`config.mk`:
```
export PLATFORM = sky130hd
export DESIGN_NAME = nfq_probe
export DESIGN_NICKNAME = d
export VERILOG_FILES = /design/src/rtl/nfq_pkg.sv /design/src/rtl/nfq_qry_engine.sv /design/src/rtl/nfq_size_dec.sv /design/src/rtl/nfq_seq.sv /design/src/rtl/nfq_probe.sv
export SDC_FILE = /design/constraint.sdc
export NUM_CORES = 1
export LEC_CHECK = 0
export ABC_AREA = 1
export CORE_ASPECT_RATIO = 0.6
export CORE_MARGIN = 3
export CORE_UTILIZATION = 46
export CTS_CLUSTER_DIAMETER = 60
export DETAILED_ROUTE_END_ITERATION = 8
export GPL_TIMING_DRIVEN = 0
export HOLD_SLACK_MARGIN = 0.06
export PLACE_DENSITY = 0.86
export SLEW_MARGIN = 30
export SYNTH_ARGS = -nofsm -noshare
export SYNTH_HDL_FRONTEND = slang
export SYNTH_HIERARCHICAL = 1
export SYNTH_SLANG_ARGS = --single-unit
```
`constraint.sdc`:
```
create_clock -name clk -period 3.94 [get_ports clk]
set_clock_uncertainty 0.1 [all_clocks]
set_input_delay 0.591 -clock clk [delete_from_list [all_inputs] [get_ports clk]]
set_output_delay 0.591 -clock clk [all_outputs]
set_load 0.03 [all_outputs]
```
`src/rtl/nfq_pkg.sv`:
```
// Package: shared types and constants of the flash query probe.
// Assumes: identification characters are ASCII, one byte per query location.
package nfq_pkg;
    typedef enum logic [1:0] {E_IDLE, E_ENTER, E_READ, E_EXIT} eng_st_e;
    typedef enum logic [1:0] {P_IDLE, P_ISSUE, P_WAIT, P_FIN} phase_e;
    typedef enum logic [2:0] {K_ID_Q, K_ID_R, K_ID_Y, K_VLO, K_VHI,
                              K_SIZE, K_ILO, K_IHI} step_e;
    typedef enum logic [1:0] {ERR_NONE, ERR_NO_Q, ERR_NO_RY, ERR_IFACE} err_e;

    localparam logic [7:0] CH_Q = 8'h51;
    localparam logic [7:0] CH_R = 8'h52;
    localparam logic [7:0] CH_Y = 8'h59;

    // True for the preset values the probe accepts.
    function automatic logic preset_ok(input logic [2:0] p);
        return (p == 3'd0) || (p == 3'd1) || (p == 3'd2) || (p == 3'd4);
    endfunction
endpackage

```
`src/rtl/nfq_qry_engine.sv`:
```
// Query engine: fetches one query byte with enter / read / exit bus cycles.
// Assumes: width is 1, 2 or 4 and stays constant while a byte is in flight;
// requests are accepted only in E_IDLE. ack pulses in the exit cycle.
module nfq_qry_engine
    import nfq_pkg::*;
#(
    parameter int         AW       = 24,
    parameter int         DW       = 32,
    parameter logic [7:0] QRY_ADDR = 8'h55,
    parameter logic [7:0] QRY_CMD  = 8'h98,
    parameter logic [7:0] EXIT_CMD = 8'hFF
) (
    input  logic          clk,
    input  logic          rst_n,
    input  logic          req,
    input  logic [7:0]    ofs,
    input  logic [2:0]    width,
    output logic          ack,
    output logic [7:0]    qbyte,
    output logic [AW-1:0] fl_addr,
    output logic          fl_wr,
    output logic          fl_rd,
    output logic [DW-1:0] fl_wdata,
    input  logic [DW-1:0] fl_rdata
);
    localparam int ALIGN_BITS = 2;

    eng_st_e       st;
    logic [7:0]    ofs_q;
    logic [7:0]    byte_q;
    logic [AW-1:0] raw_addr;

    // Scale a query offset by the bus width in bytes.
    function automatic logic [AW-1:0] scale(input logic [7:0] o, input logic [2:0] w);
        logic [AW-1:0] b;
        b = AW'(o);
        case (w)
            3'd2:    return b << 1;
            3'd4:    return b << 2;
            default: return b;
        endcase
    endfunction

    // Step through the three bus operations of one query byte.
    always_ff @(posedge clk) begin
        if (!rst_n) begin
            st     <= E_IDLE;
            ofs_q  <= '0;
            byte_q <= '0;
        end else begin
            case (st)
                E_IDLE:  if (req) begin
                             st    <= E_ENTER;
                             ofs_q <= ofs;
                         end
                E_ENTER: st <= E_READ;
                E_READ:  begin
                             st     <= E_EXIT;
                             byte_q <= fl_rdata[7:0];
                         end
                default: st <= E_IDLE;
            endcase
        end
    end

    // Pick the unaligned address of the current operation.
    always_comb begin
        case (st)
            E_ENTER: raw_addr = scale(QRY_ADDR, width);
            E_READ:  raw_addr = scale(ofs_q, width);
            default: raw_addr = '0;
        endcase
    end

    // Clear low address bits below log2(width).
    for (genvar i = 0; i < AW; i++) begin : g_align
        if (i < ALIGN_BITS) begin : g_low
            localparam logic [2:0] LIM = 3'(1 << i);
            assign fl_addr[i] = raw_addr[i] & (width <= LIM);
        end else begin : g_high
            assign fl_addr[i] = raw_addr[i];
        end
    end

    // Bus strobes and data follow the state.
    always_comb begin
        fl_wr    = (st == E_ENTER) || (st == E_EXIT);
        fl_rd    = (st == E_READ);
        fl_wdata = '0;
        if (st == E_ENTER) fl_wdata = DW'(QRY_CMD);
        if (st == E_EXIT)  fl_wdata = DW'(EXIT_CMD);
    end

    assign ack   = (st == E_EXIT);
    assign qbyte = byte_q;
endmodule

```
`src/rtl/nfq_size_dec.sv`:
```
// Size decoder: turns a size exponent into a one-hot byte count.
// Assumes: an exponent at or beyond SZW yields zero.
module nfq_size_dec #(
    parameter int SZW = 32
) (
    input  logic [7:0]     exp_in,
    output logic [SZW-1:0] bytes_out
);
    // One comparator per result bit.
    for (genvar i = 0; i < SZW; i++) begin : g_bit
        assign bytes_out[i] = (exp_in == 8'(i));
    end
endmodule

```
`src/rtl/nfq_seq.sv`:
```
// Probe sequencer: walks widths and query fields, judges the results.
// Assumes: the engine acks every request; results are held after done.
module nfq_seq
    import nfq_pkg::*;
#(
    parameter logic [7:0] OFS_ID    = 8'h10,
    parameter logic [7:0] OFS_VEND  = 8'h13,
    parameter logic [7:0] OFS_SIZE  = 8'h27,
    parameter logic [7:0] OFS_IFACE = 8'h28
) (
    input  logic        clk,
    input  logic        rst_n,
    input  logic        start,
    input  logic [2:0]  preset_width,
    input  logic        ack,
    input  logic [7:0]  qbyte,
    output logic        req,
    output logic [7:0]  ofs,
    output logic        busy,
    output logic        done,
    output logic        ok,
    output logic [1:0]  err_code,
    output logic [2:0]  width_bytes,
    output logic [15:0] cmd_set,
    output logic [7:0]  size_log2
);
    phase_e      phase;
    step_e       step;
    err_e        err;
    logic        auto_w;
    logic        ok_q;
    logic [2:0]  cur_w;
    logic [7:0]  iface_lo;
    logic [15:0] iface_sum;
    logic        iface_fit;

    // Query offset of the current step.
    always_comb begin
        case (step)
            K_ID_Q:  ofs = OFS_ID;
            K_ID_R:  ofs = OFS_ID + 8'd1;
            K_ID_Y:  ofs = OFS_ID + 8'd2;
            K_VLO:   ofs = OFS_VEND;
            K_VHI:   ofs = OFS_VEND + 8'd1;
            K_SIZE:  ofs = OFS_SIZE;
            K_ILO:   ofs = OFS_IFACE;
            default: ofs = OFS_IFACE + 8'd1;
        endcase
    end

    // Interface code plus one, tested against the width bit.
    assign iface_sum = {qbyte, iface_lo} + 16'd1;
    assign iface_fit = |(iface_sum[2:0] & cur_w);

    // Main probe state machine.
    always_ff @(posedge clk) begin
        if (!rst_n) begin
            phase    <= P_IDLE;
            step     <= K_ID_Q;
            err      <= ERR_NONE;
            auto_w   <= 1'b0;
            ok_q     <= 1'b0;
            cur_w    <= '0;
            iface_lo <= '0;
            cmd_set  <= '0;
            size_log2 <= '0;
        end else begin
            case (phase)
                P_IDLE: if (start) begin
                    cmd_set   <= '0;
                    size_log2 <= '0;
                    iface_lo  <= '0;
                    ok_q      <= 1'b0;
                    step      <= K_ID_Q;
                    auto_w    <= (preset_width == 3'd0);
                    if (preset_ok(preset_width)) begin
                        err   <= ERR_NONE;
                        cur_w <= (preset_width == 3'd0) ? 3'd1 : preset_width;
                        phase <= P_ISSUE;
                    end else begin
                        err   <= ERR_NO_Q;
                        cur_w <= '0;
                        phase <= P_FIN;
                    end
                end
                P_ISSUE: phase <= P_WAIT;
                P_WAIT: if (ack) begin
                    phase <= P_ISSUE;
                    case (step)
                        K_ID_Q: begin
                            if (qbyte == CH_Q) begin
                                step <= K_ID_R;
                            end else if (auto_w && cur_w != 3'd4) begin
                                cur_w <= cur_w << 1;
                            end else begin
                                err   <= ERR_NO_Q;
                                cur_w <= '0;
                                phase <= P_FIN;
                            end
                        end
                        K_ID_R, K_ID_Y: begin
                            if (qbyte == ((step == K_ID_R) ? CH_R : CH_Y)) begin
                                step <= (step == K_ID_R) ? K_ID_Y : K_VLO;
                            end else begin
                                err   <= ERR_NO_RY;
                                phase <= P_FIN;
                            end
                        end
                        K_VLO: begin
                            cmd_set[7:0] <= qbyte;
                            step <= K_VHI;
                        end
                        K_VHI: begin
                            cmd_set[15:8] <= qbyte;
                            step <= K_SIZE;
                        end
                        K_SIZE: begin
                            size_log2 <= qbyte;
                            step <= K_ILO;
                        end
                        K_ILO: begin
                            iface_lo <= qbyte;
                            step <= K_IHI;
                        end
                        default: begin
                            phase <= P_FIN;
                            if (iface_fit) begin
                                ok_q <= 1'b1;
                                err  <= ERR_NONE;
                            end else begin
                                err  <= ERR_IFACE;
                            end
                        end
                    endcase
                end
                default: phase <= P_IDLE;
            endcase
        end
    end

    assign req         = (phase == P_ISSUE);
    assign busy        = (phase != P_IDLE);
    assign done        = (phase == P_FIN);
    assign ok          = ok_q;
    assign err_code    = err;
    assign width_bytes = cur_w;
endmodule

```
`src/rtl/nfq_probe.sv`:
```
// Top: flash query probe. Joins the sequencer, the bus engine and the
// size decoder. Assumes a flash bus with single-cycle reads (data valid
// in the cycle the read strobe is high).
module nfq_probe #(
    parameter int         AW        = 24,
    parameter int         DW        = 32,
    parameter int         SZW       = 32,
    parameter logic [7:0] QRY_ADDR  = 8'h55,
    parameter logic [7:0] QRY_CMD   = 8'h98,
    parameter logic [7:0] EXIT_CMD  = 8'hFF,
    parameter logic [7:0] OFS_ID    = 8'h10,
    parameter logic [7:0] OFS_VEND  = 8'h13,
    parameter logic [7:0] OFS_SIZE  = 8'h27,
    parameter logic [7:0] OFS_IFACE = 8'h28
) (
    input  logic           clk,
    input  logic           rst_n,
    input  logic           start,
    input  logic [2:0]     preset_width,
    output logic           busy,
    output logic           done,
    output logic           ok,
    output logic [1:0]     err_code,
    output logic [2:0]     width_bytes,
    output logic [15:0]    cmd_set,
    output logic [7:0]     size_log2,
    output logic [SZW-1:0] size_bytes,
    output logic [AW-1:0]  fl_addr,
    output logic           fl_wr,
    output logic           fl_rd,
    output logic [DW-1:0]  fl_wdata,
    input  logic [DW-1:0]  fl_rdata
);
    logic       eng_req;
    logic       eng_ack;
    logic [7:0] eng_ofs;
    logic [7:0] eng_byte;

    nfq_seq #(
        .OFS_ID(OFS_ID), .OFS_VEND(OFS_VEND),
        .OFS_SIZE(OFS_SIZE), .OFS_IFACE(OFS_IFACE)
    ) i_seq (
        .clk(clk), .rst_n(rst_n), .start(start), .preset_width(preset_width),
        .ack(eng_ack), .qbyte(eng_byte), .req(eng_req), .ofs(eng_ofs),
        .busy(busy), .done(done), .ok(ok), .err_code(err_code),
        .width_bytes(width_bytes), .cmd_set(cmd_set), .size_log2(size_log2)
    );

    nfq_qry_engine #(
        .AW(AW), .DW(DW), .QRY_ADDR(QRY_ADDR),
        .QRY_CMD(QRY_CMD), .EXIT_CMD(EXIT_CMD)
    ) i_eng (
        .clk(clk), .rst_n(rst_n), .req(eng_req), .ofs(eng_ofs),
        .width(width_bytes), .ack(eng_ack), .qbyte(eng_byte),
        .fl_addr(fl_addr), .fl_wr(fl_wr), .fl_rd(fl_rd),
        .fl_wdata(fl_wdata), .fl_rdata(fl_rdata)
    );

    nfq_size_dec #(.SZW(SZW)) i_size (
        .exp_in(size_log2), .bytes_out(size_bytes)
    );
endmodule

```
==> flow_metrics.py, run 1 <==
metrics = {
    "status": {
        "outcome": "complete, no violations",
    },
    "drt": {
        "totalWireLength_mm": 11.2,
        "drc": 0,
        "vias": 4118,
        "first_pass_iters": 9,
        "drtAntennaViolNets": 0,
        "drtIter0Drc": 445,
        "wl_per_cell_um": 13.6,
        "vias_per_cell": 5.00,
    },
    "cts": {
        "cts_tree": "done",
        "clk_path_buf_depth": 2,
        "cts_buffers": 9,
        "root_buffer": "clkbuf_16",
        "worstSkewPairLatency_ps": 330,
        "ctsResizeCount": 0,
        "post_cts_buffers": 0,
        "cts.sinks": 57,
        "hold_buffers": 0,
        "cts.clk_slew.worst_paths_ps": 50,
        "h-tree-depth": 3,
    },
    "placed_design": {
        "io_buffers": 97,
        "post-dp-hpwl_mm": 8.42,
        "gp_congestion": 0.921,
        "dp_cells": 808,
        "post-place-ws_ps": 999,
    },
    "power": {
        "p_total_mw": 3.69,
        "cellLeakagePower_nw": 2.35,
        "vdd_drop_max_mv": 0.367,
        "power.density_mw_per_mm2": 720,
    },
    "yosys": {
        "synth.avg_cell_area_um2": 6.25,
        "yosysTopAreaCell": "dfxtp_1",
        "netlist_instances": 569,
        "synth-simple-area-share": 0.352,
        "ys_ff_latch": 57,
        "synth_edf_count": 0,
        "synth_fa_ha_area_frac": 0.0211,
        "synth_most_common_cell": "nor2_1",
        "synth-compound-area-share": 0.118,
        "synth.area.mux_share": 0,
        "synth_xor_area_frac": 0,
        "synth_top_area_share": 0.321,
        "synthArstFlopShare": 0,
        "synth_area_mm2": 0.00356,
        "ys_seq_area_frac": 0.321,
        "synth.distinct_cells": 30,
        "ys.flop_type": "dfxtp_1",
        "ys_warn_count": 6,
        "synth_top_family_by_area": "simple AND/OR/NAND/NOR gates",
        "netlist_top_cells_count": "nor2_1, nand2_1, inv_1, dfxtp_1, o21ai_0",
        "ys_top_cells_by_area": "dfxtp_1, nor2_1, buf_4",
    },
    "timing": {
        "period_needed_ps": 3350,
        "setup_tns_ps": 0,
        "final-setup-viol-count": 0,
        "worst_slack_ps": 593,
        "final-hold-violation-count": 0,
        "drv_slew": 0,
        "tightest_slew_ps": 535,
        "fin_worst_hold_slack_ps": 386,
        "period_share": 0.849,
        "max_freq_mhz": 299,
        "slew_headroom": 0.642,
        "rsz0062_at_grt": "no",
    },
    "floorplanning": {
        "initial_utilization": 0.482,
        "core_area_mm2": 0.00739,
        "die_w_um": 120,
        "dieArea_mm2": 0.00886,
        "die_h_um": 74.1,
        "ios": 160,
        "std_cell_rows": 24,
    },
    "cells_and_area": {
        "area_growth_pct": 43.9,
        "diodes": 0,
        "final_cells": 823,
        "drive_above_1_share": 0.122,
        "nNetsFinal": 759,
    },
    "worst_setup_path": {
        "start_kind": "register",
        "critPathCaptureType": "output port",
        "cp_slowest_cell": "clkdlybuf4s50_1",
        "max_stage_delay_ps": 690,
        "crit_path_cell_trace": "inv_1, ha_1, clkbuf_1, nand2_1, inv_1, nand2_1, a21oi_1, clkdlybuf4s50_1",
        "crit_type": "register to output port",
        "cp_data_arrival_time_ps": 2660,
        "required_ps": 3250,
        "cp_max_fo": 10,
    },
    "global_route": {
        "grt_pass1_wl_mm": 17.4,
        "antenna_found_initial": 0,
        "groute.usage.overall": 0.244,
        "grt_pass1_vias": 3752,
        "grt_max_degree": 15,
        "grt_overflow": 0,
    },
    "run": {
        "cap_violations": 0,
    },
    "hold_path": {
        "hold_class": "register to register",
    },
}
-- kinds of logic (layout without fill, tap and decap cells) --
| family | after synthesis | after routing |
|---|---|---|
| buffers and inverters | 124 | 236 |
| adder cells (fa/ha/maj) | 6 | 6 |
| other | 2 | 40 |
| flip-flops | 57 | 57 |
| AND/OR/NAND/NOR | 299 | 299 |
| AO/OA/AOI/OAI | 81 | 81 |
-- state kept, by name, summed over array words and instances, names as in the netlist --
register / flops
i_eng/ofs_q: 8
i_eng/qbyte: 8
i_eng/st: 2
i_seq/auto_w: 1
i_seq/cmd_set: 16
i_seq/err_code: 2
i_seq/iface_lo: 3
i_seq/ok: 1
i_seq/phase: 2
i_seq/size_log2: 8
i_seq/step: 3
i_seq/width_bytes: 3
-- where the power goes --
| part | switching, mW | internal [mW] |
|---|---|---|
| combinational | 1.26 | 0.677 |
| clock | 0.268 | 0.565 |
| sequential | 0.163 | 0.756 |
-- metrics by stage --
stage | area (µm²) | utilization
6_report | 5120 | 0.693
5_1_grt | 5120 | 0.693
4_1_cts | 5120 | 0.693
3_5_place_dp | 4800 | 0.650
3_3_place_gp | 4800 | 0.650
2_1_floorplan | 3700 | -
-- cell type report --
| class | count | area (µm²) |
|---|---|---|
| Inverter | 65 | 244 |
| Fill cell | 598 | 2270 |
| Buffer | 59 | 419 |
| Tap cell | 104 | 130 |
| Sequential cell | 57 | 1140 |
| Clock buffer | 10 | 239 |
| Multi-Input combinational cell | 426 | 1900 |
| Clock inverter | 5 | 80.1 |
| Timing Repair Buffer | 97 | 971 |
-- cells in the final DEF, fill, tap and decap left out, types with 7 or more instances in the layout --
| master | netlist | final |
|---|---|---|
| nor2_1 | 147 | 147 |
| clkdlybuf4s50_1 | 0 | 97 |
| nand2_1 | 94 | 94 |
| inv_1 | 59 | 59 |
| dfxtp_1 | 57 | 57 |
| o21ai_0 | 51 | 51 |
| buf_4 | 48 | 48 |
| conb_1 | 2 | 40 |
| nand3_1 | 33 | 33 |
| a21oi_1 | 23 | 23 |
| clkbuf_16 | 0 | 9 |
| clkbuf_1 | 7 | 7 |
-- routing by layer --
layer	up-vias	GRT usage	share of wire
li1	2003	-	-
met1	1832	0.306	0.40
met2	256	0.396	0.45
met3	27	0.0874	0.13
met4	0	0.0850	0.018
met5	-	0	0
-- worst paths after layout --
check	to	startpoint	slack, ps	cells after the start
worst min register to register	i_seq/cmd_set[2]	i_seq/cmd_set[2]	390	2
worst min-delay path	i_seq/cmd_set[2]	i_seq/cmd_set[2]	390	2
worst max-delay path	fl_addr[3]	i_eng/st[0]	590	8
worst max register to register	i_seq/iface_lo[1]	i_seq/phase[1]	1850	7
-- critical path, delay by kind of cell, from the launching register on --
family,cells,cell delay (ps)
adder cells (fa/ha/maj),1,410
AND/OR/NAND/NOR,2,160
buffers and inverters,4,1240
AO/OA/AOI/OAI,1,160
flip-flops,1,350
Power figures use the tool's default switching activity.
==> run 2, diff against run 1 <==
--- a/config.mk
+++ b/config.mk
@@ -8,12 +8,12 @@
 export ABC_AREA = 1
 export CORE_ASPECT_RATIO = 0.6
 export CORE_MARGIN = 3
-export CORE_UTILIZATION = 46
+export CORE_UTILIZATION = 38
 export CTS_CLUSTER_DIAMETER = 60
 export DETAILED_ROUTE_END_ITERATION = 8
 export GPL_TIMING_DRIVEN = 0
 export HOLD_SLACK_MARGIN = 0.06
-export PLACE_DENSITY = 0.86
+export PLACE_DENSITY = 0.76
 export SLEW_MARGIN = 30
 export SYNTH_ARGS = -nofsm -noshare
 export SYNTH_HDL_FRONTEND = slang
==> constraint.sdc (replaced) <==
create_clock -name clk -period 2.7 [get_ports clk]
set_clock_uncertainty 0.1 [all_clocks]
set_input_delay 0.405 -clock clk [delete_from_list [all_inputs] [get_ports clk]]
set_output_delay 0.405 -clock clk [all_outputs]
set_load 0.03 [all_outputs]
==> run 2 against run 1 <==
  * Final area rose by 1.5%
  * Largest cell class unchanged
  * Clock power rose by 62%
  * Combinational power rose by 44%
  * Via count fell by 3.6%
  * Critical endpoint is now fl_addr[1]
==> flow_metrics.py, run 2 (synthesis gave the netlist of run 1 again) <==
metrics = {
    "cts": {
        "cts_buffers": 9,
        "cts.clk_slew.worst_paths_ps": 50,
        "worstSkewPairLatency_ps": 320,
        "cts_tree": "done",
        "root_buffer": "clkbuf_16",
        "cts.sinks": 57,
        "h-tree-depth": 3,
        "clk_path_buf_depth": 2,
        "hold_buffers": 0,
    },
    "placed_design": {
        "io_buffers": 97,
        "post-dp-hpwl_mm": 8.43,
        "post-place-ws_ps": -0.342,
        "gp_congestion": 0.928,
        "dp_cells": 830,
        "post_dp_cell_area_mm2": 0.00483,
    },
    "floorplanning": {
        "die_h_um": 81.0,
        "ios": 160,
        "dieArea_mm2": 0.0106,
        "core_area_mm2": 0.00882,
        "die_w_um": 131,
        "std_cell_rows": 26,
        "initial_utilization": 0.404,
    },
    "drt": {
        "first_pass_iters": 6,
        "drtAntennaViolNets": 0,
        "drc": 0,
        "wl_per_cell_um": 12.5,
        "totalWireLength_mm": 10.6,
        "drtIter0Drc": 399,
        "vias": 3970,
        "vias_per_cell": 4.69,
    },
    "power": {
        "power.density_mw_per_mm2": 1050,
        "cellLeakagePower_nw": 2.50,
        "vdd_drop_max_mv": 0.474,
        "p_total_mw": 5.46,
    },
    "timing": {
        "final-hold-violation-count": 0,
        "period_share": 0.947,
        "drv_slew": 0,
        "final-setup-viol-count": 0,
        "setup_tns_ps": 0,
        "worst_slack_ps": 144,
        "slew_headroom": 0.654,
        "rsz0062_at_grt": "no",
        "max_freq_mhz": 391,
        "period_needed_ps": 2560,
        "tightest_slew_ps": 517,
    },
    "cells_and_area": {
        "nNetsFinal": 759,
        "diodes": 0,
        "fillerInstances": 837,
        "final_common_cell": "nor2_1",
        "largest_register": "i_seq/cmd_set",
        "layout_common_cells": "nor2_1, nand2_1, clkdlybuf4s50_1",
        "fin_area_mm2": 0.00520,
        "area_growth_pct": 46.1,
        "final_cells": 846,
        "largest_register_ffs": 16,
        "drive_above_1_share": 0.129,
    },
    "worst_setup_path": {
        "critPathCaptureType": "output port",
        "crit_type": "register to output port",
        "start_kind": "register",
        "cp_data_arrival_time_ps": 2050,
        "worstRegToRegCells": 7,
        "cp_max_fo": 10,
        "required_ps": 2190,
        "worstSetupStartpoint": "i_eng/st[0]",
        "r2r-start": "i_seq/phase[1]",
    },
    "hold_path": {
        "hold_start": "i_seq/cmd_set[15]",
        "hold_depth": 2,
        "hold_class": "register to register",
    },
    "global_route": {
        "grt_overflow": 0,
        "grt_pass1_wl_mm": 16.7,
        "grt_max_degree": 15,
        "grt_pass1_vias": 3481,
        "antenna_found_initial": 0,
        "groute.usage.overall": 0.199,
    },
    "status": {
        "outcome": "complete, no violations",
    },
    "run": {
        "cap_violations": 0,
    },
}
[run 2: path summary, 6_finish.rpt]
kind | end | slack (ps)
min reg2reg | i_seq/cmd_set[15] | 380
min | i_seq/cmd_set[15] | 380
max reg2reg | i_seq/cmd_set[8] | 690
max | fl_addr[1] | 140
[run 2: through the flow]
step / utilization / hold slack, ps
2_1_floorplan: - / 344
3_3_place_gp: 0.548 / 357
3_5_place_dp: 0.548 / 374
4_1_cts: 0.589 / 385
5_1_grt: 0.590 / 408
6_report: 0.590 / 383
[run 2: layout make-up]
cell class                      count  area, µm²  area share
Timing Repair Buffer               97        970       0.187
Multi-Input combinational cell    426       1900       0.365
Clock inverter                      4       97.6      0.0188
Inverter                           65        244      0.0469
Sequential cell                    57       1140       0.220
Buffer                             59        420      0.0809
Clock buffer                       12        267      0.0513
Tap cell                          126        158      0.0303
[run 2: worst max-delay path, stage by stage, from the launching register on]
cell           delay [ps]
dfxtp_1               350
inv_1                 110
ha_2                  300
clkbuf_2              240
nand3_1               170
a21oi_2               140
dlygate4sd2_1         410
[run 2: metal layers]
layer	part of all wire	global-route usage	routed length, µm	vias to the layer above
met3	0.10	0.0611	1070	16
met5	0	0	0	-
met2	0.43	0.282	4520	181
li1	-	-	-	1996
met4	0.016	0.0647	170	0
met1	0.46	0.286	4820	1777
[run 2: repair_timing]
item,CTS,global route
setup endpoints to repair,10,6
gates resized for setup,11,7
setup buffers,0,0
[run 2: where the power goes]
group	switching, mW	internal (mW)	total, mW
clock network	0.376	0.975	1.35
logic	1.79	0.972	2.77
registers	0.238	1.10	1.34
total	2.41	3.05	5.46
